===== config.mk =====
export PLATFORM = sky130hd
export DESIGN_NAME = exc_vector_ctrl
export DESIGN_NICKNAME = d
export VERILOG_FILES = /design/src/rtl/exc_vec_pkg.sv /design/src/rtl/exc_offset_table.sv /design/src/rtl/exc_status_regs.sv /design/src/rtl/exc_addr_gen.sv /design/src/rtl/exc_vector_ctrl.sv
export SDC_FILE = /design/constraint.sdc
export NUM_CORES = 1
export LEC_CHECK = 0
export ABC_AREA = 1
export BUFFER_PORTS_ARGS = -buffer_cell sky130_fd_sc_hd__buf_2
export CAP_MARGIN = 20
export CORE_UTILIZATION = 60
export CTS_BUF_LIST = sky130_fd_sc_hd__clkbuf_16
export CTS_CLUSTER_DIAMETER = 80
export DETAILED_ROUTE_END_ITERATION = 16
export MAX_ROUTING_LAYER = met4
export PLACE_DENSITY = 0.87
export RECOVER_POWER = 100
export SETUP_SLACK_MARGIN = 0.15
export SLEW_MARGIN = 20
export SYNTH_ARGS = -nofsm -noshare
export SYNTH_HDL_FRONTEND = slang
export SYNTH_SLANG_ARGS = --single-unit

===== constraint.sdc =====
create_clock -name clk -period 5.59 [get_ports clk]
set_clock_uncertainty 0.1 [all_clocks]
set_input_delay 0.2795 -clock clk [delete_from_list [all_inputs] [get_ports clk]]
set_output_delay 0.2795 -clock clk [all_outputs]
set_load 0.02 [all_outputs]

===== src/rtl/exc_vec_pkg.sv =====
// Shared constants and types for the exception vector entry controller.
// Assumes a 32-bit address space and a fixed uncached boot region.
package exc_vec_pkg;
    typedef enum logic [1:0] {
        EXC_SRESET  = 2'd0,
        EXC_NMI     = 2'd1,
        EXC_CACHE   = 2'd2,
        EXC_GENERAL = 2'd3
    } exc_kind_e;

    localparam logic [31:0] BOOT_ENTRY  = 32'hBFC0_0000;
    localparam logic [31:0] FIXED_BASE  = 32'hBFC0_0200;
    localparam logic [31:0] OFF_GENERAL = 32'h0000_0180;
    localparam logic [31:0] OFF_DEDIC   = 32'h0000_0200;
    localparam logic [31:0] OFF_CACHE   = 32'h0000_0100;

    localparam int SEL_STATUS = 0;
    localparam int SEL_CTRL   = 1;
    localparam int SEL_BASE   = 2;
    localparam int SEL_EPC    = 3;
endpackage


===== src/rtl/exc_offset_table.sv =====
// Per-source interrupt entry offset table with a lowest-index-wins arbiter.
// Assumes offsets are word aligned; bits 1:0 of write data are discarded.
module exc_offset_table #(
    parameter int NSRC    = 8,
    parameter int OFF_W   = 17,
    parameter logic [OFF_W-1:0] OFF_RST = 17'h00200,
    localparam int IDX_W  = (NSRC > 1) ? $clog2(NSRC) : 1
) (
    input  logic             clk,
    input  logic             rst_n,
    input  logic             wr_en,
    input  logic [IDX_W-1:0] wr_idx,
    input  logic [OFF_W-1:0] wr_data,
    input  logic [NSRC-1:0]  irq_pend,
    output logic             irq_any,
    output logic [OFF_W-1:0] sel_off
);
    localparam logic [OFF_W-1:0] ALIGN_MASK = ~OFF_W'(3);

    logic [NSRC-1:0][OFF_W-1:0] off_flat;
    logic [NSRC-1:0]            grant;

    for (genvar i = 0; i < NSRC; i++) begin : g_slot
        logic [OFF_W-1:0] q;
        // Hold one source's offset; software writes replace it.
        always_ff @(posedge clk) begin
            if (!rst_n)
                q <= OFF_RST;
            else if (wr_en && (wr_idx == IDX_W'(i)))
                q <= wr_data & ALIGN_MASK;
        end
        assign off_flat[i] = q;
    end

    // Grant the lowest-numbered pending source.
    always_comb begin
        logic seen;
        seen  = 1'b0;
        grant = '0;
        for (int i = 0; i < NSRC; i++) begin
            grant[i] = irq_pend[i] & ~seen;
            seen     = seen | irq_pend[i];
        end
    end

    // Forward the granted source's offset.
    always_comb begin
        sel_off = '0;
        for (int i = 0; i < NSRC; i++)
            if (grant[i]) sel_off = off_flat[i];
    end

    assign irq_any = |irq_pend;

    p_grant_single_r5: assert property (@(posedge clk) disable iff (!rst_n)
        $onehot0(grant) && ((grant & ~irq_pend) == '0));
    p_grant_lowest_r5: assert property (@(posedge clk) disable iff (!rst_n)
        irq_pend[0] |-> grant[0]);
endmodule


===== src/rtl/exc_status_regs.sv =====
// Mode bits, exception base and saved PC with their update rules.
// Assumes event updates (enter/return) override same-cycle software writes.
module exc_status_regs
    import exc_vec_pkg::*;
#(
    parameter int ADDR_W   = 32,
    parameter int BASE_LSB = 12,
    parameter int SEL_W    = 4
) (
    input  logic              clk,
    input  logic              rst_n,
    input  logic              wr_en,
    input  logic [SEL_W-1:0]  wr_sel,
    input  logic [ADDR_W-1:0] wr_data,
    input  logic              set_exl,
    input  logic              clr_exl,
    input  logic              cap_epc,
    input  logic [ADDR_W-1:0] cur_pc,
    output logic              bev,
    output logic              exl,
    output logic              iv,
    output logic              mvec,
    output logic [ADDR_W-1:0] base,
    output logic [ADDR_W-1:0] epc,
    output logic              base_err
);
    localparam logic [ADDR_W-1:0] BASE_MASK = ~((ADDR_W'(1) << BASE_LSB) - ADDR_W'(1));

    logic wr_status, wr_ctrl, wr_base, wr_epc;
    assign wr_status = wr_en && (wr_sel == SEL_W'(SEL_STATUS));
    assign wr_ctrl   = wr_en && (wr_sel == SEL_W'(SEL_CTRL));
    assign wr_base   = wr_en && (wr_sel == SEL_W'(SEL_BASE));
    assign wr_epc    = wr_en && (wr_sel == SEL_W'(SEL_EPC));

    // Boot mode and exception level; entry/return events win over writes.
    always_ff @(posedge clk) begin
        if (!rst_n) begin
            bev <= 1'b1;
            exl <= 1'b0;
        end else begin
            if (wr_status) bev <= wr_data[1];
            if (set_exl)        exl <= 1'b1;
            else if (clr_exl)   exl <= 1'b0;
            else if (wr_status) exl <= wr_data[0];
        end
    end

    // Interrupt placement bits.
    always_ff @(posedge clk) begin
        if (!rst_n) begin
            iv   <= 1'b0;
            mvec <= 1'b0;
        end else if (wr_ctrl) begin
            iv   <= wr_data[0];
            mvec <= wr_data[1];
        end
    end

    // Base register, writable only in boot mode; flag rejected writes.
    always_ff @(posedge clk) begin
        if (!rst_n) begin
            base     <= '0;
            base_err <= 1'b0;
        end else begin
            base_err <= wr_base && !bev;
            if (wr_base && bev) base <= wr_data & BASE_MASK;
        end
    end

    // Saved PC: captured on fresh entry, else software may write it.
    always_ff @(posedge clk) begin
        if (!rst_n)
            epc <= '0;
        else if (cap_epc)
            epc <= cur_pc;
        else if (wr_epc)
            epc <= wr_data;
    end

    p_base_locked_r6: assert property (@(posedge clk) disable iff (!rst_n)
        (wr_base && !bev) |=> ($stable(base) && base_err));
    p_epc_kept_r9: assert property (@(posedge clk) disable iff (!rst_n)
        (set_exl && exl && !wr_epc) |=> $stable(epc));
    p_exl_set_r7: assert property (@(posedge clk) disable iff (!rst_n)
        set_exl |=> exl);
endmodule


===== src/rtl/exc_addr_gen.sv =====
// Picks this cycle's event (exception > return > interrupt) and forms
// its target address plus the state updates it implies. Purely combinational.
module exc_addr_gen
    import exc_vec_pkg::*;
#(
    parameter int ADDR_W = 32,
    parameter int OFF_W  = 17
) (
    input  logic              exc_req,
    input  logic [1:0]        exc_type,
    input  logic              eret,
    input  logic              irq_any,
    input  logic              exl,
    input  logic              bev,
    input  logic              iv,
    input  logic              mvec,
    input  logic [ADDR_W-1:0] base,
    input  logic [ADDR_W-1:0] epc,
    input  logic [OFF_W-1:0]  src_off,
    output logic              take,
    output logic [ADDR_W-1:0] addr,
    output logic              set_exl,
    output logic              clr_exl,
    output logic              cap_epc
);
    logic [ADDR_W-1:0] vec_base;
    logic [ADDR_W-1:0] irq_rel;
    exc_kind_e         kind;

    assign vec_base = bev ? ADDR_W'(FIXED_BASE) : base;
    assign kind     = exc_kind_e'(exc_type);

    // Interrupt offset: general, dedicated, or per-source (only outside boot mode).
    always_comb begin
        if (!iv)
            irq_rel = ADDR_W'(OFF_GENERAL);
        else if (mvec && !bev)
            irq_rel = ADDR_W'(src_off);
        else
            irq_rel = ADDR_W'(OFF_DEDIC);
    end

    // Event arbitration and target selection.
    always_comb begin
        take    = 1'b0;
        addr    = '0;
        set_exl = 1'b0;
        clr_exl = 1'b0;
        cap_epc = 1'b0;
        if (exc_req) begin
            take = 1'b1;
            unique case (kind)
                EXC_SRESET, EXC_NMI: addr = ADDR_W'(BOOT_ENTRY);
                EXC_CACHE:           addr = vec_base + ADDR_W'(OFF_CACHE);
                default: begin
                    addr    = vec_base + ADDR_W'(OFF_GENERAL);
                    set_exl = 1'b1;
                    cap_epc = !exl;
                end
            endcase
        end else if (eret) begin
            take    = 1'b1;
            addr    = epc;
            clr_exl = 1'b1;
        end else if (irq_any && !exl) begin
            take    = 1'b1;
            addr    = vec_base + irq_rel;
            set_exl = 1'b1;
            cap_epc = 1'b1;
        end
    end
endmodule


===== src/rtl/exc_vector_ctrl.sv =====
// Top of the exception vector entry controller: ties the mode/state
// registers, the interrupt offset table and the target generator together
// and registers the redirect. Assumes NSRC >= 4 so selects 0..3 fit below
// the offset-table selects.
module exc_vector_ctrl
    import exc_vec_pkg::*;
#(
    parameter int NSRC     = 8,
    parameter int ADDR_W   = 32,
    parameter int OFF_W    = 17,
    parameter int BASE_LSB = 12,
    localparam int IDX_W   = $clog2(NSRC),
    localparam int SEL_W   = IDX_W + 1
) (
    input  logic              clk,
    input  logic              rst_n,
    input  logic              exc_req,
    input  logic [1:0]        exc_type,
    input  logic [NSRC-1:0]   irq_pend,
    input  logic [ADDR_W-1:0] cur_pc,
    input  logic              eret,
    input  logic              wr_en,
    input  logic [SEL_W-1:0]  wr_sel,
    input  logic [ADDR_W-1:0] wr_data,
    output logic              redir_valid,
    output logic [ADDR_W-1:0] redir_addr,
    output logic              irq_enabled,
    output logic              base_wr_err
);
    logic bev, exl, iv, mvec;
    logic [ADDR_W-1:0] base, epc, nxt_addr;
    logic [OFF_W-1:0]  src_off;
    logic irq_any, take, set_exl, clr_exl, cap_epc;
    logic wr_off;

    assign wr_off = wr_en && wr_sel[SEL_W-1];

    exc_status_regs #(.ADDR_W(ADDR_W), .BASE_LSB(BASE_LSB), .SEL_W(SEL_W)) u_regs (
        .clk(clk), .rst_n(rst_n), .wr_en(wr_en), .wr_sel(wr_sel), .wr_data(wr_data),
        .set_exl(set_exl), .clr_exl(clr_exl), .cap_epc(cap_epc), .cur_pc(cur_pc),
        .bev(bev), .exl(exl), .iv(iv), .mvec(mvec), .base(base), .epc(epc),
        .base_err(base_wr_err)
    );

    exc_offset_table #(.NSRC(NSRC), .OFF_W(OFF_W)) u_offs (
        .clk(clk), .rst_n(rst_n), .wr_en(wr_off), .wr_idx(wr_sel[IDX_W-1:0]),
        .wr_data(wr_data[OFF_W-1:0]), .irq_pend(irq_pend),
        .irq_any(irq_any), .sel_off(src_off)
    );

    exc_addr_gen #(.ADDR_W(ADDR_W), .OFF_W(OFF_W)) u_gen (
        .exc_req(exc_req), .exc_type(exc_type), .eret(eret), .irq_any(irq_any),
        .exl(exl), .bev(bev), .iv(iv), .mvec(mvec), .base(base), .epc(epc),
        .src_off(src_off), .take(take), .addr(nxt_addr), .set_exl(set_exl),
        .clr_exl(clr_exl), .cap_epc(cap_epc)
    );

    // Register the redirect so it leaves the block from a flop.
    always_ff @(posedge clk) begin
        if (!rst_n) begin
            redir_valid <= 1'b0;
            redir_addr  <= '0;
        end else begin
            redir_valid <= take;
            if (take) redir_addr <= nxt_addr;
        end
    end

    assign irq_enabled = ~exl;

    p_boot_entry_r2: assert property (@(posedge clk) disable iff (!rst_n)
        (exc_req && exc_type inside {2'd0, 2'd1}) |=>
            (redir_valid && redir_addr == ADDR_W'(BOOT_ENTRY)));
    p_irq_masked_r8: assert property (@(posedge clk) disable iff (!rst_n)
        (!irq_enabled && !exc_req && !eret) |=> !redir_valid);
    p_return_r10: assert property (@(posedge clk) disable iff (!rst_n)
        (eret && !exc_req) |=> (redir_valid && irq_enabled && redir_addr == $past(epc)));
    p_exc_wins_r12: assert property (@(posedge clk) disable iff (!rst_n)
        (exc_req && exc_type == 2'd3 && eret) |=> !irq_enabled);
endmodule


==> results.rst <==
.. list-table::
   :header-rows: 1

   * - Metric
     - Value
   * - Core area
     - 0.0154 mm^2
   * - Instance area after placement
     - 0.0102 mm^2
   * - Synthesized area divided by synthesized cell count
     - 7.41 um^2
   * - Switching part of the total power
     - 25.4%
   * - Fin nets
     - between 1500 and 2000
   * - Drt via density
     - 6.12
   * - Htree depth
     - 1
   * - Worst slew pin tran
     - 2140 ps
   * - Final worst path period share
     - 75.2%
   * - Crit-path slowest cell
     - sky130_fd_sc_hd__clkbuf_2
   * - Wire length of the first global-routing pass
     - approximately 47000 um
   * - Largest cells by area after synthesis
     - sky130_fd_sc_hd__dfxtp_1 44%, sky130_fd_sc_hd__a21oi_1 10%, sky130_fd_sc_hd__o21ai_0 8.5%
   * - Period minus WS final
     - 4210 ps
   * - Number of sinks on the clock net
     - 210
   * - Worst hold path class
     - in2reg
   * - Remaining DRCs
     - 0
   * - First DRT Iteration DRCs
     - 1144
   * - Sum Neg Setup Slack
     - 0 ps
   * - Clock root buffer
     - sky130_fd_sc_hd__clkbuf_16
   * - Post-Layout Inst Area
     - 0.0111 mm^2
   * - PD cells
     - 287 mW/mm^2
   * - Count of antenna-violating nets left after detailed routing
     - 0
   * - Final Power
     - 3.19 mW
   * - Status
     - complete, but fails checks
   * - Detailed-route via count
     - 10000
   * - Routability-driven placement congestion ratio
     - 0.954
   * - CTS resizes
     - 0
   * - Maximum Capacitance Violations
     - 3
   * - Cell internal power dissipation
     - ~2.4 mW
   * - Global Route Usage Sum
     - 36.8%
   * - Clock transition at the registers of the reported paths
     - around 60 ps
   * - Final number of hold-violating endpoints
     - 0
   * - Number of failing setup endpoints in the final timing report
     - 0
   * - Remaining Overflow, GRT
     - 0
   * - Number of slew-limit violations in the final report
     - 110
   * - Post-synth ARST share
     - 0%
   * - Cell variety after synth
     - 38
   * - Site Rows
     - 45
   * - Most common cell after layout, fill and taps aside
     - sky130_fd_sc_hd__dfxtp_1
   * - Worst Setup Path Type
     - in2reg
   * - Area growth from synthesis to final layout
     - 15.3%
   * - Post-Route WL
     - 29500 um
   * - Failing checks
     - capacitance limit, slew limit
   * - Count of filler cells inserted in the layout
     - around 1300
   * - DP HPWL
     - 18700 um
   * - Total of hold buffers inserted after clock tree synthesis
     - 48
   * - Most used flip-flop cell after synthesis
     - sky130_fd_sc_hd__dfxtp_1
   * - Netlist area before placement
     - 0.00963 mm^2
   * - Portion of total power attributed to the clock network
     - about two fifths
   * - Setup slack, reg-to-reg
     - 1770 ps
   * - Kind of end point of the critical path
     - flop
   * - Most frequent cells in the layout
     - 210 x sky130_fd_sc_hd__dfxtp_1, 209 x sky130_fd_sc_hd__nand2_1, 194 x sky130_fd_sc_hd__a21oi_1
   * - CP required
     - approximately 5800 ps
   * - Critical Path Start Type
     - input pin
   * - Pin count of the biggest net entering global routing
     - 134
   * - Latest clock arrival within the worst-skew pair
     - ~500 ps
   * - Floorplan die height
     - approximately 130 um
   * - Number of enable flip-flop cells after synthesis
     - 0
   * - Arrival time at the worst endpoint
     - between 4000 and 5000 ps
   * - Vias in the first global route
     - approximately 9500
   * - Post-synthesis cell count
     - 1299
   * - Area leader, netlist
     - sky130_fd_sc_hd__dfxtp_1
   * - Horiz. Die Dim
     - 129 um
   * - Overall die area
     - 0.0166 mm^2
   * - Diodes inserted
     - 0
   * - Post-synthesis register bit count
     - 210
   * - Switching pwr
     - 0.810 mW
   * - Part of the power in registers
     - 49.4%
   * - Setup repair after global routing missed its margin
     - false
   * - DR pass1 iterations
     - 7
   * - Max-Slew Margin vs Limit
     - -43.0%
   * - Number of warnings reported in the yosys synthesis log
     - 0
   * - CTS tree
     - built
   * - Series of cell instances along the critical path
     - clkbuf_1 > nor2_1 > nand3_4 > nor2_1 > nand3b_2 > nand2_1 > nor2_1 > nand2_1 > o21ai_0 > clkbuf_2 > nor2_1 > a221oi_1 > nor2_1
   * - Crit-path most repeated cell
     - sky130_fd_sc_hd__nor2_1
   * - Maximum achievable frequency
     - ~240 MHz
   * - Share of power burned in combinational logic
     - 9.8%
   * - Post-CTS setup repair buffer count
     - 0
   * - Routed wirelength normalized by instance count
     - 18.0 um
   * - Input/output buffers
     - about 120
   * - Number of antenna violations at the first check in global routing
     - 0
   * - I/O Pins
     - approximately 120
   * - Static leakage power
     - 4.49 nW
   * - Maximum resistive drop on vdd
     - 284 uV
   * - Number of nets in the synthesized netlist
     - around 1400
   * - Initial standard-cell utilization of the core
     - between 60% and 70%
   * - Maximum clock path buffer count
     - 3
   * - Number of buffers created by CTS
     - 21
   * - Highest fanout seen on the critical path
     - 64
   * - Fraction of the yosys area taken by sequential cells
     - 43.7%
   * - Proportion of netlist area held by the largest area contributor
     - 43.7%
   * - Largest stage delay on the critical path
     - between 1000 and 1500 ps
   * - Worst hold margin
     - 11.3 ps
   * - Fraction of final layout cells sized beyond drive strength 1
     - 9.52%
## synthesized netlist by cell type, drive strengths merged (14+ instances only)
| library cell | count |
|---|---|
| a22oi | 14 |
| buf | 20 |
| nand3 | 67 |
| clkinv | 16 |
| nor3 | 18 |
| nand2 | 212 |
| dfxtp | 210 |
| inv | 92 |
| a221oi | 38 |
| nor2 | 124 |
| o21ai | 164 |
| a21oi | 194 |
| clkbuf | 65 |
## per-layer routing
metal  track usage (%)  up-vias  part of all wire [%]  wire length [um]
li1                  -     4717                     -                 -
met1              44.6     4611                    40             11700
met2              58.9      573                    47             13700
met3              6.57      132                   8.9              2630
met4              18.8        0                   4.8              1400
met5                 -        -                     0                 0
## critical path, delay by kind of cell
kind / cells / cell delay (ps)
simple gates: 9 / 1660
buf+inv: 2 / 1760
compound gates: 2 / 660
## metrics by stage
step           setup WS (ps)  util [%]  std cells
4_1_cts                 2460      73.3       1639
2_1_floorplan           2600         -       1299
5_1_grt                 1040      71.9       1639
6_report                1380      71.9       1639
3_5_place_dp            1970      66.3       1557
3_3_place_gp            2090      66.3       1557
## layout make-up
type / count / area (um^2) / area share, %
clock inverters: 13 / 82.6 / 0.744
repair buffers: 180 / 1120 / 10.1
well taps: 211 / 264 / 2.38
clock buffers: 21 / 526 / 4.74
multi-input cells: 896 / 4500 / 40.5
flip-flops and latches: 210 / 4200 / 37.9
inverters: 108 / 405 / 3.65
## final timing paths
kind,from,endpoint,depth (start not counted)
worst min register to register,u_regs.base[13],u_regs.base[13],2
worst min-delay path,wr_data[30],u_regs.base[30],3
worst max register to register,u_regs.bev,redir_addr[27],12
worst max-delay path,irq_pend[0],u_regs.epc[22],13
## logic make-up (layout without fill, tap and decap cells)
kind of cell	after synthesis	in the layout	synth area share (%)
and+or+nand+nor	443	443	20.2
AOI/OAI and AO/OA	447	447	27.2
adders and majority gates	6	6	0.780
buffers and inverters	193	322	8.15
DFF	210	210	43.7
## registers in the layout (all words and copies together) (netlist names)
name             count
redir_addr          32
redir_valid          1
u_offs.g_slot.q    120
u_regs.base         20
u_regs.base_err      1
u_regs.bev           1
u_regs.epc          32
u_regs.exl           1
u_regs.iv            1
u_regs.mvec          1
## power groups by stage
| stage | clock [mW] | sequential (mW) | combinational [mW] |
|---|---|---|---|
| 2_1_floorplan | 0 | 1.61 | 0.186 |
| 3_3_place_gp | 0 | 1.61 | 0.286 |
| 3_5_place_dp | 0 | 1.61 | 0.292 |
| 4_1_cts | 1.30 | 1.57 | 0.320 |
| 5_1_grt | 1.36 | 1.58 | 0.339 |
| 6_report | 1.30 | 1.57 | 0.314 |
No activity file was read; power rests on OpenSTA's default activity.
